### src/rtl/dslope_seq.sv
module dslope_seq #(
  parameter int PW    = 4,
  parameter int PER   = 8,
  parameter int CNT_W = 8,
  parameter int GAP_W = 8
) (
  input  logic             clk,
  input  logic             rst_n,
  input  logic             conv_n,
  input  logic             carry_in,
  input  logic             ovr_in,
  input  logic             zero_det,
  input  logic             sign_neg,
  input  logic             auto_en,
  input  logic [GAP_W-1:0] auto_gap,
  output logic             ctr_rst,
  output logic             pulse_out,
  output logic             pol_pos,
  output logic             pol_neg,
  output logic             ovr,
  output logic             ovr_n,
  output logic             ramp_dn,
  output logic             eoc_n,
  output logic             sel_ref
);
  localparam int PH_W = (PER > 1) ? $clog2(PER) : 1;
  localparam int RC_W = $clog2(PW + 1);

  typedef enum logic [2:0] {S_IDLE, S_RST, S_INT, S_REF, S_EOC} st_t;

  st_t              st;
  logic             conv_d, carry_d, ovr_d, armed, pol_q, ovr_q;
  logic [PH_W-1:0]  ph;
  logic [RC_W-1:0]  rc;
  logic [CNT_W-1:0] in_cnt;
  logic [CNT_W:0]   ref_cnt;
  logic [GAP_W-1:0] gap_cnt;

  wire conv_fall  = conv_d & ~conv_n;
  wire carry_rise = ~carry_d & carry_in;
  wire ovr_rise   = ~ovr_d & ovr_in;
  wire running    = (st == S_INT) || (st == S_REF);
  wire ph_wrap    = ph == PH_W'(PER - 1);
  wire rc_done    = rc == RC_W'(PW - 1);
  wire tmo        = (st == S_REF) && (ph == '0) && (ref_cnt == {in_cnt, 1'b0});
  wire auto_fire  = armed && auto_en && (gap_cnt == auto_gap);
  wire start      = (st == S_IDLE) && (conv_fall || auto_fire);

  always_ff @(posedge clk or negedge rst_n) begin
    if (!rst_n) begin
      st      <= S_IDLE;
      conv_d  <= 1'b1;
      carry_d <= 1'b0;
      ovr_d   <= 1'b0;
      armed   <= 1'b0;
      pol_q   <= 1'b0;
      ovr_q   <= 1'b0;
      ph      <= '0;
      rc      <= '0;
      in_cnt  <= '0;
      ref_cnt <= '0;
      gap_cnt <= '0;
    end else begin
      conv_d  <= conv_n;
      carry_d <= carry_in;
      ovr_d   <= ovr_in;
      case (st)
        S_IDLE: begin
          if (start) begin
            st      <= S_RST;
            rc      <= '0;
            pol_q   <= 1'b0;
            ovr_q   <= 1'b0;
            armed   <= 1'b0;
            gap_cnt <= '0;
            in_cnt  <= '0;
          end else if (armed && auto_en) begin
            gap_cnt <= gap_cnt + 1'b1;
          end else begin
            armed   <= 1'b0;
            gap_cnt <= '0;
          end
        end
        S_RST: begin
          rc <= rc + 1'b1;
          if (rc_done) begin
            st <= S_INT;
            ph <= '0;
          end
        end
        S_INT: begin
          ph <= ph_wrap ? '0 : ph + 1'b1;
          if (ph == '0 && in_cnt != '1) in_cnt <= in_cnt + 1'b1;
          if (carry_rise) begin
            st      <= S_REF;
            ph      <= '0;
            ref_cnt <= '0;
            pol_q   <= sign_neg;
          end
        end
        S_REF: begin
          ph <= ph_wrap ? '0 : ph + 1'b1;
          if (ph == '0) ref_cnt <= ref_cnt + 1'b1;
          if (ovr_rise) ovr_q <= 1'b1;
          if (zero_det) begin
            st <= S_EOC;
            rc <= '0;
          end else if (tmo) begin
            st    <= S_EOC;
            rc    <= '0;
            ovr_q <= 1'b1;
          end
        end
        S_EOC: begin
          rc <= rc + 1'b1;
          if (rc_done) begin
            st      <= S_IDLE;
            armed   <= auto_en;
            gap_cnt <= '0;
          end
        end
        default: st <= S_IDLE;
      endcase
    end
  end

  assign ctr_rst   = st == S_RST;
  assign pulse_out = running && (32'(ph) < PW) && !tmo;
  assign ramp_dn   = st == S_REF;
  assign sel_ref   = st == S_REF;
  assign eoc_n     = st != S_EOC;
  assign pol_neg   = pol_q;
  assign pol_pos   = ~pol_q;
  assign ovr       = ovr_q;
  assign ovr_n     = ~ovr_q;
endmodule

### config.mk
export PLATFORM = sky130hd
export DESIGN_NAME = dslope_seq
export DESIGN_NICKNAME = d
export VERILOG_FILES = /design/src/rtl/dslope_seq.sv
export SDC_FILE = /design/constraint.sdc
export NUM_CORES = 1
export LEC_CHECK = 0
export ABC_AREA = 1
export ABC_CLOCK_PERIOD_IN_PS = 1790
export BUFFER_PORTS_ARGS = -buffer_cell sky130_fd_sc_hd__clkbuf_2
export CORE_MARGIN = 4
export CORE_UTILIZATION = 50
export CTS_BUF_LIST = sky130_fd_sc_hd__clkbuf_4
export DETAILED_ROUTE_END_ITERATION = 10
export GPL_ROUTABILITY_DRIVEN = 0
export GPL_TIMING_DRIVEN = 0
export PLACE_DENSITY = 0.65
export SKIP_CTS_REPAIR_TIMING = 1
export SLEW_MARGIN = 20
export SYNTH_ARGS = -nofsm -noshare
export SYNTH_HDL_FRONTEND = slang
export SYNTH_SLANG_ARGS = --single-unit
### constraint.sdc
create_clock -name clk -period 1.79 [get_ports clk]
set_input_delay 0.0895 -clock clk [delete_from_list [all_inputs] [get_ports clk]]
set_output_delay 0.0895 -clock clk [all_outputs]
set_load 0.03 [all_outputs]
==> impl_metrics.py <==
metrics = {
    "run_status": {
        "outcome": "finished with violations",
        "violations": "negative setup slack",
    },
    "routing": {
        "dr_total_vias": 2324,
        "first_pass_iters": 5,
        "drc": 0,
        "post_drt_wl_per_cell_microns": 12.09,
        "drt_wl_total_microns": 5719,
        "viasPerCell": 4.913,
        "ant_nets": 0,
        "drtIter0Drc": 88,
    },
    "layout": {
        "drive_above_1_share_pct": 18.47,
        "final_cell_mix": "123 x nand2_1, 50 x inv_1, 38 x dfrtp_1, 27 x nor2_1, 22 x clkbuf_2",
        "num_antenna_cells": 0,
        "fillers": 458,
        "layout_commonest_cell": "nand2_1",
        "areaGrowthSynthToFinish_pct": 18.14,
        "nNetsFinal": 429,
    },
    "power": {
        "switchingPower_uw": 1690,
        "fin_total_pwr_uw": 3764,
        "cellLeakagePower_uw": 0.001575,
        "internal-power_uw": 2074,
        "clock_power_share_pct": 15.7,
        "p_sw_share_pct": 44.89,
        "power_density_nw_per_um2": 1242,
        "comb_power_share_pct": 51.7,
        "seq_power_share_pct": 32.6,
        "ir_drop_mv": 0.7743,
    },
    "floorplanning": {
        "die_w_microns": 79.64,
        "rows": 25,
        "dieArea_sq_um": 6343,
        "die_h_microns": 79.64,
        "ioPinCount": 25,
        "start_util_pct": 52.93,
        "fp.coreArea_sq_um": 4848,
    },
    "synthesis": {
        "netlist.area_leader.share_pct": 38.03,
        "synth_fa_ha_area_share_pct": 3.901,
        "synthSimpleGateAreaFrac_pct": 37.40,
        "synth.distinct_cells": 30,
        "synth_compound_area_share_pct": 6.290,
        "synth_nets": 382,
        "ys_seq_area_share_pct": 39.05,
        "syn-cell-area_sq_um": 2566,
        "synthMuxAreaShare_pct": 0,
        "synth-seq-cells": 40,
        "synth_top_family_by_area": "simple AND/OR/NAND/NOR gates",
        "synth_area_leaders": "dfrtp_1 38%, nand2_1 18%, inv_1 7.6%",
        "synthXorXnorAreaFrac_pct": 3.413,
        "synth_area_per_cell_sq_um": 7.168,
        "yosysTopAreaCell": "dfrtp_1",
        "syn_inst": 358,
        "yosys_warnings": 0,
    },
    "min_path": {
        "hold_class": "input port to register",
        "holdCritStartpoint": "zero_det",
    },
    "placement": {
        "dp_slack_ns": 0.1018,
        "place.port_buffers": 24,
        "post-dp-hpwl_microns": 4241,
    },
    "clocking": {
        "cts_max_path_buffers": 2,
        "htreeDepth": 2,
        "cts-root-buf": "clkbuf_4",
        "cts_made_buffers": 5,
        "clock-sinks": 40,
        "clk_pin_slew_ns": 0.12,
        "insertion_delay_ns": 0.36,
        "tritoncts": "yes",
    },
    "timing": {
        "fmax_mhz": 556.5,
        "worst_pin_slew_ns": 0.9128,
        "finalHoldViolCount": 0,
        "setup_violations": 1,
        "drv_slew": 0,
        "relSlewSlack_pct": 39.15,
        "min_period_ns": 1.797,
        "setup_slack_ns": -0.006820,
        "skew_ns": 0.01007,
        "finalCritPeriodShare_pct": 100.4,
        "rsz0062_at_grt": "true",
    },
    "worst_setup_path": {
        "critical-path-top-delay-family": "simple AND/OR/NAND/NOR gates",
        "crit_type": "register to primary output",
        "crit_path_top_delay_cell": "dfrtp_2",
        "crit_start": "st[2]$_DFFE_PN0P_",
        "critPathArrivalTime_ns": 1.71,
        "cp-start-kind": "register",
        "r2r-start": "st[2]$_DFFE_PN0P_",
        "critPathMaxStageDelay_ns": 0.43,
        "crit_path_end_kind": "primary output",
        "critPathBufInv": 3,
        "crit_required_ns": 1.70,
        "worstPathMaxFanout": 5,
        "path_cells": "inv_2 > nand3_4 > inv_6 > nand2_1 > nor2_2 > nand3_2 > and3_4 > buf_6",
    },
    "global_routing": {
        "grt_overflow_total": 0,
        "grt_pass1_wl_microns": 9632,
        "track_usage_pct": 19.58,
        "grt_pass1_vias": 2045,
        "antenna_found_initial": 0,
        "grt_max_degree": 41,
    },
    "job": {
        "max-cap-violations": 0,
    },
}
[power groups by stage]
stage / Clock (uW) / Combinational [uW] / Sequential, uW
floorplan: 0 / 1280 / 1250
global placement: 0 / 1700 / 1240
detailed placement: 0 / 1710 / 1250
CTS: 609 / 1720 / 1230
global route: 650 / 2190 / 1250
finish: 590 / 1950 / 1230
[worst register-to-register path: cells and delay by family (launching register included)]
kind	cells	cell delay, ns
buffers and inverters	3	0.33
flip-flops	1	0.43
AND/OR/NAND/NOR	8	0.76
[synthesized netlist by cell type]
cell type and instances:
nor3_2 2, xor2_1 8, nand2_2 5, nand3_2 1, dfstp_2 1, dfrtp_1 39, nor4_1 1, o21ai_0 12
nor3_1 7, a21oi_1 4, nor2_1 29, nand2_1 124, o22ai_1 7, and3_2 1, inv_2 3, o31ai_1 3
nand3_4 2, nand3b_1 1, xnor2_1 2, buf_6 3, nor3_4 1, nand2_4 1, nor2_2 2, buf_4 2
inv_1 52, nand3_1 21, nand4_1 12, or2_2 2, ha_1 8, a22oi_1 2
[cell type report]
cell class / instances / area, sq um / share of cell area, %
plain buffers: 5 / 48.80 / 1.610
multi-input cells: 258 / 1348 / 44.45
well taps: 67 / 83.83 / 2.765
inverters: 55 / 211.5 / 6.975
clock buffers: 5 / 37.54 / 1.238
flip-flops and latches: 40 / 1003 / 33.10
repair buffers: 40 / 261.5 / 8.626
clock inverters: 3 / 37.54 / 1.238
[per-layer routing]
metal  track usage [%]  up-vias  wire length, microns
met4             5.670        0                    70
met2             27.80       29                  2448
met1             29.85     1062                  3033
met3             3.837        7                   166
li1                  -     1226                     -
met5                 0        -                     0
[stage by stage]
stage          std cells  utilization [%]  hold slack [ns]  setup TNS, ns  cell area, sq um
6_report             473            62.53          0.06630      -0.006820              3032
2_1_floorplan        358                -          -0.2061              0              2566
3_5_place_dp         449            57.14           0.1921              0              2770
3_3_place_gp         449            57.14           0.1907              0              2770
4_1_cts              457            58.68          -0.1985        -0.2914              2845
5_1_grt              473            62.53          0.07623        -0.1002              3032
[flip-flops by register name, summed over array words and instances (netlist names), 3 cells and up]
| signal | flops |
|---|---|
| st | 3 |
| gap_cnt | 8 |
| ref_cnt | 9 |
| in_cnt | 8 |
| ph | 3 |
| rc | 3 |
[cell families after synthesis]
logic type      count (synthesis)
buf+inv                        60
compound gates                 28
flops                          40
fa+ha+maj                       8
xor+xnor                       10
simple gates                  212
[final timing paths]
check                                              end  slack (ns)  cells after the start
worst min register to register       armed$_DFFE_PN0P_        0.48                      2
worst min-delay path                   ovr$_DFFE_PN0P_        0.07                      4
min in group asynchronous       gap_cnt[4]$_DFFE_PN0P_        0.40                      2
max in group asynchronous            st[2]$_DFFE_PN0P_        0.76                      2
worst max register to register       st[1]$_DFFE_PN0P_        0.16                     11
worst max-delay path                         pulse_out      -0.007                      8
No activity file was read; power rests on OpenSTA's default activity.
